File: src/rtl/eep_pkg.sv
package eep_pkg;
  localparam int BYTE_W = 8;
  localparam int CE_W = 3;
  localparam logic [3:0] TYPE_CODE = 4'b1010;

  typedef enum logic [2:0] {
    ST_IDLE,
    ST_DEV,
    ST_AHI,
    ST_ALO,
    ST_WDATA,
    ST_RACK,
    ST_RDATA
  } eep_state_e;
endpackage

File: src/rtl/eep_bus_sync.sv
module eep_bus_sync #(
  parameter int STAGES = 2
) (
  input  logic clk_i,
  input  logic rst_ni,
  input  logic scl_i,
  input  logic sda_i,
  output logic sda_o,
  output logic start_o,
  output logic stop_o,
  output logic rise_o,
  output logic fall_o
);
  logic [STAGES-1:0] scl_q, sda_q;
  logic scl_d, sda_d, scl_s, sda_s;

  for (genvar i = 0; i < STAGES; i++) begin : g_stage
    always_ff @(posedge clk_i or negedge rst_ni) begin
      if (!rst_ni) begin
        scl_q[i] <= 1'b1;
        sda_q[i] <= 1'b1;
      end else if (i == 0) begin
        scl_q[i] <= scl_i;
        sda_q[i] <= sda_i;
      end else begin
        scl_q[i] <= scl_q[(i == 0) ? 0 : i-1];
        sda_q[i] <= sda_q[(i == 0) ? 0 : i-1];
      end
    end
  end

  assign scl_s = scl_q[STAGES-1];
  assign sda_s = sda_q[STAGES-1];

  always_ff @(posedge clk_i or negedge rst_ni) begin
    if (!rst_ni) begin
      scl_d <= 1'b1;
      sda_d <= 1'b1;
    end else begin
      scl_d <= scl_s;
      sda_d <= sda_s;
    end
  end

  assign sda_o   = sda_s;
  assign start_o = scl_s & scl_d & sda_d & ~sda_s;
  assign stop_o  = scl_s & scl_d & ~sda_d & sda_s;
  assign rise_o  = scl_s & ~scl_d;
  assign fall_o  = ~scl_s & scl_d;
endmodule

File: src/rtl/eep_addr_ctr.sv
module eep_addr_ctr #(
  parameter int ADDR_W = 13
) (
  input  logic              clk_i,
  input  logic              rst_ni,
  input  logic              ld_i,
  input  logic [15:0]       ld_val_i,
  input  logic              inc_i,
  output logic [ADDR_W-1:0] addr_o
);
  always_ff @(posedge clk_i or negedge rst_ni) begin
    if (!rst_ni)     addr_o <= '0;
    else if (ld_i)   addr_o <= ld_val_i[ADDR_W-1:0];
    else if (inc_i)  addr_o <= addr_o + 1'b1;  // natural wrap at array top
  end
endmodule

File: src/rtl/eep_ctrl.sv
module eep_ctrl
  import eep_pkg::*;
(
  input  logic              clk_i,
  input  logic              rst_ni,
  input  logic              start_i,
  input  logic              stop_i,
  input  logic              rise_i,
  input  logic              fall_i,
  input  logic              sda_i,
  input  logic              busy_i,
  input  logic [CE_W-1:0]   chip_en_i,
  input  logic [BYTE_W-1:0] mem_rdata_i,
  output logic              sda_oe_o,
  output logic              we_o,
  output logic [BYTE_W-1:0] wdata_o,
  output logic              re_o,
  output logic              inc_o,
  output logic              ld_o,
  output logic [15:0]       ld_val_o,
  output logic              prog_o,
  output logic              idle_o
);
  eep_state_e        state_q;
  logic [3:0]        cnt_q;
  logic [BYTE_W-1:0] sh_q, tx_q, hi_q, wdata_q;
  logic              ack_q, tx_en_q, wr_any_q, mack_q;
  logic              we_q, re_q, rvalid_q, inc_q, ld_q, prog_q;
  logic              sel_ok;

  assign sel_ok = (sh_q[7:4] == TYPE_CODE) && (sh_q[3:1] == chip_en_i);

  always_ff @(posedge clk_i or negedge rst_ni) begin
    if (!rst_ni) begin
      state_q  <= ST_IDLE;
      cnt_q    <= '0;
      sh_q     <= '0;
      tx_q     <= '0;
      hi_q     <= '0;
      wdata_q  <= '0;
      ack_q    <= 1'b0;
      tx_en_q  <= 1'b0;
      wr_any_q <= 1'b0;
      mack_q   <= 1'b0;
      we_q     <= 1'b0;
      re_q     <= 1'b0;
      rvalid_q <= 1'b0;
      inc_q    <= 1'b0;
      ld_q     <= 1'b0;
      prog_q   <= 1'b0;
    end else begin
      we_q     <= 1'b0;
      re_q     <= 1'b0;
      inc_q    <= 1'b0;
      ld_q     <= 1'b0;
      prog_q   <= 1'b0;
      rvalid_q <= re_q;
      if (rvalid_q) tx_q <= mem_rdata_i;

      if (start_i && !busy_i) begin
        state_q  <= ST_DEV;
        cnt_q    <= '0;
        ack_q    <= 1'b0;
        tx_en_q  <= 1'b0;
        wr_any_q <= 1'b0;
      end else if (stop_i) begin
        if (state_q == ST_WDATA && wr_any_q) prog_q <= 1'b1;
        state_q  <= ST_IDLE;
        cnt_q    <= '0;
        ack_q    <= 1'b0;
        tx_en_q  <= 1'b0;
        wr_any_q <= 1'b0;
      end else if (state_q != ST_IDLE) begin
        if (rise_i) begin
          if (cnt_q < 4'd8) begin
            sh_q  <= {sh_q[BYTE_W-2:0], sda_i};
            cnt_q <= cnt_q + 4'd1;
          end else if (cnt_q == 4'd9 && state_q == ST_RDATA) begin
            mack_q <= ~sda_i;
            if (!sda_i) re_q <= 1'b1;  // prefetch next byte
          end
        end
        if (fall_i) begin
          if (cnt_q == 4'd8) begin
            cnt_q <= 4'd9;
            unique case (state_q)
              ST_DEV: begin
                if (sel_ok) begin
                  ack_q <= 1'b1;
                  if (sh_q[0]) begin
                    state_q <= ST_RACK;
                    re_q    <= 1'b1;
                  end else begin
                    state_q <= ST_AHI;
                  end
                end else begin
                  state_q <= ST_IDLE;
                end
              end
              ST_AHI: begin
                hi_q    <= sh_q;
                ack_q   <= 1'b1;
                state_q <= ST_ALO;
              end
              ST_ALO: begin
                ld_q    <= 1'b1;
                ack_q   <= 1'b1;
                state_q <= ST_WDATA;
              end
              ST_WDATA: begin
                we_q     <= 1'b1;
                wdata_q  <= sh_q;
                wr_any_q <= 1'b1;
                ack_q    <= 1'b1;
              end
              ST_RDATA: begin
                tx_en_q <= 1'b0;
                inc_q   <= 1'b1;
              end
              default: ;
            endcase
          end else if (cnt_q == 4'd9) begin
            cnt_q <= '0;
            ack_q <= 1'b0;
            if (state_q == ST_RACK) begin
              state_q <= ST_RDATA;
              tx_en_q <= 1'b1;
            end else if (state_q == ST_RDATA) begin
              if (mack_q) tx_en_q <= 1'b1;
              else        state_q <= ST_IDLE;
            end
          end else if (state_q == ST_RDATA && cnt_q != 4'd0) begin
            tx_q <= {tx_q[BYTE_W-2:0], 1'b0};
          end
        end
      end
    end
  end

  assign sda_oe_o = ack_q | (tx_en_q & ~tx_q[BYTE_W-1]);
  assign we_o     = we_q;
  assign wdata_o  = wdata_q;
  assign re_o     = re_q;
  assign inc_o    = inc_q;
  assign ld_o     = ld_q;
  assign ld_val_o = {hi_q, sh_q};
  assign prog_o   = prog_q;
  assign idle_o   = (state_q == ST_IDLE);
endmodule

File: src/rtl/eeprom_i2c_slave.sv
module eeprom_i2c_slave
  import eep_pkg::*;
#(
  parameter int ADDR_W = 13,
  parameter int SYNC_STAGES = 2
) (
  input  logic              clk_i,
  input  logic              rst_ni,
  input  logic              scl_i,
  input  logic              sda_i,
  output logic              sda_oe_o,
  input  logic [2:0]        chip_en_i,
  input  logic              busy_i,
  output logic [ADDR_W-1:0] mem_addr_o,
  output logic [7:0]        mem_wdata_o,
  output logic              mem_we_o,
  output logic              mem_re_o,
  input  logic [7:0]        mem_rdata_i,
  output logic              prog_start_o
);
  logic        sda_s, start_p, stop_p, rise_p, fall_p;
  logic        inc_rd, ld, ctrl_idle;
  logic [15:0] ld_val;

  eep_bus_sync #(.STAGES(SYNC_STAGES)) u_sync (
    .clk_i, .rst_ni, .scl_i, .sda_i,
    .sda_o(sda_s), .start_o(start_p), .stop_o(stop_p),
    .rise_o(rise_p), .fall_o(fall_p)
  );

  eep_ctrl u_ctrl (
    .clk_i, .rst_ni,
    .start_i(start_p), .stop_i(stop_p), .rise_i(rise_p), .fall_i(fall_p),
    .sda_i(sda_s), .busy_i, .chip_en_i, .mem_rdata_i,
    .sda_oe_o, .we_o(mem_we_o), .wdata_o(mem_wdata_o), .re_o(mem_re_o),
    .inc_o(inc_rd), .ld_o(ld), .ld_val_o(ld_val), .prog_o(prog_start_o),
    .idle_o(ctrl_idle)
  );

  eep_addr_ctr #(.ADDR_W(ADDR_W)) u_addr (
    .clk_i, .rst_ni,
    .ld_i(ld), .ld_val_i(ld_val),
    .inc_i(inc_rd | mem_we_o),
    .addr_o(mem_addr_o)
  );
endmodule

File: config.mk
export PLATFORM = sky130hd
export DESIGN_NAME = eeprom_i2c_slave
export DESIGN_NICKNAME = d
export VERILOG_FILES = /design/src/rtl/eep_pkg.sv /design/src/rtl/eep_bus_sync.sv /design/src/rtl/eep_addr_ctr.sv /design/src/rtl/eep_ctrl.sv /design/src/rtl/eeprom_i2c_slave.sv
export SDC_FILE = /design/constraint.sdc
export NUM_CORES = 1
export LEC_CHECK = 0
export ABC_AREA = 1
export ABC_CLOCK_PERIOD_IN_PS = 1810
export BUFFER_PORTS_ARGS = -buffer_cell sky130_fd_sc_hd__buf_4
export CAP_MARGIN = 20
export CELL_PAD_IN_SITES_DETAIL_PLACEMENT = 0
export CELL_PAD_IN_SITES_GLOBAL_PLACEMENT = 1
export CORE_UTILIZATION = 41
export CTS_BUF_LIST = sky130_fd_sc_hd__clkbuf_8 sky130_fd_sc_hd__clkbuf_16
export DETAILED_ROUTE_END_ITERATION = 10
export PLACE_DENSITY_LB_ADDON = 0.15
export SLEW_MARGIN = 20
export SYNTH_ARGS = -nofsm -noshare
export SYNTH_HDL_FRONTEND = slang
export SYNTH_SLANG_ARGS = --single-unit
File: constraint.sdc
create_clock -name clk_i -period 1.81 [get_ports clk_i]
set_input_delay 0 -clock clk_i [delete_from_list [all_inputs] [get_ports clk_i]]
set_output_delay 0 -clock clk_i [all_outputs]
set_load 0.05 [all_outputs]
# Yosys cells after proc, flatten, opt, wreduce, memory -nomap -nowiden

Cells that the tools add are included.

Reductions and logical operators: 26
Muxes and demuxes: 87
Bitwise gates (word level): 18
Add/sub/neg operators: 2
Equal/unequal tests: 15
Order comparisons: 1

Operators with widths:

| kind                  | number |
|---|---|
| $mux 8                | 8 |
| $mux 1                | 56 |
| $mux 3                | 11 |
| $mux 4                | 8 |
| $reduce_and 6->1      | 5 |
| $mux 13               | 2 |
| $reduce_bool 3->1     | 5 |
| $add 13x1->13 const B | 1 |
| $eq 4x4->1 const B    | 3 |
| $reduce_bool 4->1     | 3 |
| $reduce_and 5->1      | 2 |
| $reduce_bool 5->1     | 2 |
| $eq 3x3->1 const B    | 3 |
| $pmux 3 s3            | 1 |
| $and 1x1->1           | 8 |
| $not 1->1             | 8 |
| $eq 3x2->1 const B    | 2 |
| $ne 6x5->1 const B    | 1 |
| $logic_and 1x1->1     | 5 |
| $ne 5x3->1 const B    | 1 |
| $ne 5x4->1 const B    | 1 |
| $ne 5x5->1 const B    | 1 |
| $add 4x1->4 const B   | 1 |
| $lt 4x4->1 const B    | 1 |
| other kinds (9)       | 10 |

Bits in registers: 65
Logic and storage cells: 172
Output and inout port bits: 25
Input port bits: 16

# Logic depth before layout (Yosys ltp)

Depth in word-level cells: 13
Gate-level depth with buffers: 12
Depth with buffers taken out: 12

# Cells and area by module

Synthesis repeated with hierarchy kept, for this count alone.

Cells, all modules: 412
Area, all modules: 3490.8 sq um

By module, submodules not included:

| module           | cells each | area each (sq um) | instances | sequential area each (sq um) |
|---|---|---|---|---|
| eep_ctrl         | 283        | 2443.6            | 1         | 1226.2 |
| eep_addr_ctr     | 109        | 837.1             | 1         | 325.3 |
| eep_bus_sync     | 17         | 198.9             | 1         | 157.7 |
| eeprom_i2c_slave | 3          | 11.3              | 1         | 0.0 |

# Worst setup path before layout

No wires, ideal clock.

Path type: register to register
Start point: reg u_addr.addr_o[0]
End point: reg u_addr.addr_o[12]
Stages on the path, launching flop included: 7
Period minus slack after synthesis: 1791 ps
Required time: 1681 ps
Buffers on the path: 0
Setup time: 129 ps
Path slack: 19 ps
Arrival time: 1662 ps
Cell sequence: dfrtp_1 ha_1 nand3_1 nor3_1 nand3_1 a21oi_1 o22ai_1

Cells in the longest elaborated chain, start to end: 3

Ends and longest elaborated chain:

| element                | RTL line           | text |
|---|---|---|
| start, declared        | eep_addr_ctr.sv:9  | `output logic [ADDR_W-1:0] addr_o` |
| start signal, assigned | eep_addr_ctr.sv:13 | `else if (ld_i) addr_o <= ld_val_i[ADDR_W-1:0];` |
| start signal, assigned | eep_addr_ctr.sv:14 | `else if (inc_i) addr_o <= addr_o + 1'b1;` |
| $add 13x1->13          | eep_addr_ctr.sv:14 |  |
| $mux 13                | eep_addr_ctr.sv:14 |  |
| $mux 13                | eep_addr_ctr.sv:13 |  |

Every way passes these cells. The select of a mux whose other input is x is not followed.
A chain may end at the register's enable or synchronous reset.

# Worst setup path after layout

Start point: reg u_addr.addr_o[0]
End point: reg u_addr.addr_o[10]

Same word-level chain as after synthesis.

==> impl_metrics.toml <==
[routing]
via_per_inst = 4.85
ant_nets = 0
wl_per_cell_um = 12.5
drc = 0
drtIter0Drc = 140
drt-total-wl_um = 7390
vias = 2858
dr.pass1.iters = 4

[global_routing]
grt_overflow = 0
grt_pass1_wl_um = 12700
grt_pass1_vias = 2561
grt_use_total_pct = 19.0
grt_max_degree = 66
antenna_found_initial = 0

[final_layout]
synthToLayoutAreaGrowth_pct = 22.1
stdcell_area_um2 = 4140
nFillCells = 768
diodes = 0
drive_above_1_share_pct = 22.0
regArea_um2 = 1630
final_cell_mix = "113 x nand2_1, 59 x dfrtp_1, 50 x inv_1, 46 x o21ai_0, 45 x buf_4"
final_common_cell = "nand2_1"
nets = 502
multi_input_area_um2 = 1500

[synthesis]
synth_area_leaders = "dfrtp_1 44%, nand2_1 13%, o21ai_0 6.8%, inv_1 5.6%, dfstp_2 4.6%"
synth_fp_nets = 443
syn_area_per_cell_um2 = 8.02
yosysWarningCount = 0
synth.distinct_cells = 34
ys_seq_area_share_pct = 48.2
synth_top_area_share_pct = 43.5
netlist_area_um2 = 3390
yosys.area.top_type = "dfrtp_1"
syn_inst = 423
yosys_register_bits = 65

[hold_path]
hp-class = "in2reg"
hold_path_startpoint = "busy_i"

[outcome]
status = "finished, final reports clean"

[critical_path]
crit_type = "reg2reg"
cp-startpoint = "u_addr.addr_o[0]$_DFFE_PN0P_"
cp_max_fo = 5
crit_path_end_kind = "register"
slowest_stage = "dfrtp_1"
r2r-start = "u_addr.addr_o[0]$_DFFE_PN0P_"
max_stage_delay_ps = 420
crit_required_ps = 2040
crit_chain = "ha_1 -> nand3_1 -> nor2_1 -> nand2_1 -> o21ai_0 -> nand3_1 -> nand2_1 -> o21ai_0"
start_kind = "register"
crit_arrival_ps = 1870

[die]
dieArea_um2 = 8640
num_rows = 32
io_pins = 41
core_um2 = 7850
die_w_um = 92.9
die_h_um = 92.9
start_util_pct = 43.2

[timing]
slew_headroom_pct = 45.3
rsz0062_at_grt = "false"
min_period_over_period_pct = 90.8
finalSetupTns_ps = 0
worstMarginPinSlew_ps = 821
min_period_ps = 1640
fmax_ghz = 0.609
finalSetupViolations = 0
hold_violations = 0
drv_slew = 0
skew_ps = 10.6

[clock_network]
clock_sinks = 65
cts_tree = "yes"
clockBufferDepth = 2
post_cts_buffers = 0
cts_root_buf = "clkbuf_8"
clk_pin_slew_ps = 80
cts_made_buffers = 9
htree_levels = 3
clk_latency_ps = 340

[power]
p_leak_nw = 2.00
ir_drop_v = 0.000356
p_per_area_nw_per_um2 = 700

[job]
cap_violations = 0

[place]
placed_area_um2 = 3800
hpwl_um = 5360
io_buffers = 40
gp_congestion = 0.867
[metal layers]
layer,global-route usage [%],share of wire [%],vias up
met5,0,0,-
met4,6.92,1.3,0
met3,2.96,3.8,8
met2,25.6,41,62
met1,30.0,54,1308
li1,-,-,1480
[sequential cells by signal, indices dropped and copies added (netlist names), 3 cells and up]
name            flops
u_addr.addr_o      13
u_ctrl.cnt_q        4
u_ctrl.hi_q         5
u_ctrl.sh_q         8
u_ctrl.state_q      3
u_ctrl.tx_q         8
u_ctrl.wdata_o      8
[report_power, final]
group          leakage [nW]  internal, mW  switching (mW)
sequential            0.867          1.48         0.00816
clock                0.0868         0.673           0.591
combinational          1.05        0.0625          0.0905
total                  2.00          2.21           0.690
[cells in the mapped netlist]
| master | count |
|---|---|
| a31oi_1 | 2 |
| o22ai_1 | 4 |
| nand2_4 | 2 |
| a21oi_1 | 11 |
| mux2i_1 | 1 |
| a21o_1 | 1 |
| xor2_1 | 4 |
| buf_2 | 2 |
| nand2_2 | 3 |
| o21bai_1 | 1 |
| nand2_1 | 114 |
| inv_4 | 1 |
| nand3_4 | 2 |
| dfstp_2 | 6 |
| clkbuf_1 | 2 |
| nor3_1 | 8 |
| o211ai_1 | 2 |
| nand4_1 | 4 |
| o21ai_0 | 46 |
| inv_2 | 6 |
| nor2_1 | 33 |
| dlygate4sd1_1 | 1 |
| clkinv_4 | 1 |
| ha_1 | 4 |
| nor2_2 | 2 |
| inv_1 | 51 |
| o21ai_2 | 14 |
| nand3b_1 | 1 |
| nor2_4 | 2 |
| dfrtp_1 | 59 |
| nand3_2 | 2 |
| or2_2 | 1 |
| buf_6 | 3 |
| nand3_1 | 27 |
[through the flow]
step,utilization (%),std cells,setup WS [ps],power [mW],hold slack [ps]
global placement,48.4,562,77.2,1.64,109
floorplan,-,423,19.3,1.57,-296
CTS,52.4,589,79.2,2.93,103
global route,52.8,589,20.1,3.02,143
finish,52.8,589,167,2.90,110
detailed placement,48.4,562,100,1.64,109
[worst paths after layout]
path / end / slack [ps] / depth (start not counted)
setup / recovery: u_addr.addr_o[10]$_DFFE_PN0P_ / 170 / 8
hold / removal: u_ctrl.state_q[0]$_DFFE_PN0P_ / 110 / 6
setup reg to reg: u_addr.addr_o[10]$_DFFE_PN0P_ / 170 / 8
hold reg to reg: u_sync.scl_s$_DFF_PN1_ / 360 / 0
max in group asynchronous: u_ctrl.cnt_q[0]$_DFFE_PN0P_ / 970 / 2
min in group asynchronous: u_addr.addr_o[11]$_DFFE_PN0P_ / 290 / 2
[worst max-delay path: cells and delay by family (launching register included)]
family | cells | cell delay (ps)
simple gates | 5 | 660
flops | 1 | 420
compound gates | 2 | 250
fa+ha+maj | 1 | 210
[cell families (layout without fill, tap and decap cells)]
logic type	count (synthesis)	count (layout)	synth area share, %
AND/OR/NAND/NOR	201	201	26.5
AO/OA/AOI/OAI	81	81	14.0
buffers and inverters	67	131	8.52
flip-flops	65	65	48.2
adder cells (fa/ha/maj)	4	4	1.48
XOR/XNOR	4	4	1.03
multiplexers	1	1	0.295
[repair_timing]
action,CTS,global route
endpoints found under the setup margin,0,12
endpoints found under the hold margin,69,0
resized for setup,0,8
hold buffers,11,0
[final cells by class]
type / count / area share (%)
sequential: 65 / 39.5
multi-input combinational: 291 / 36.2
timing repair buffer: 56 / 10.8
inverter: 59 / 5.53
clock buffer: 10 / 3.32
tap: 102 / 3.08
clock inverter: 6 / 1.63
(Power assumes the default switching activity.)
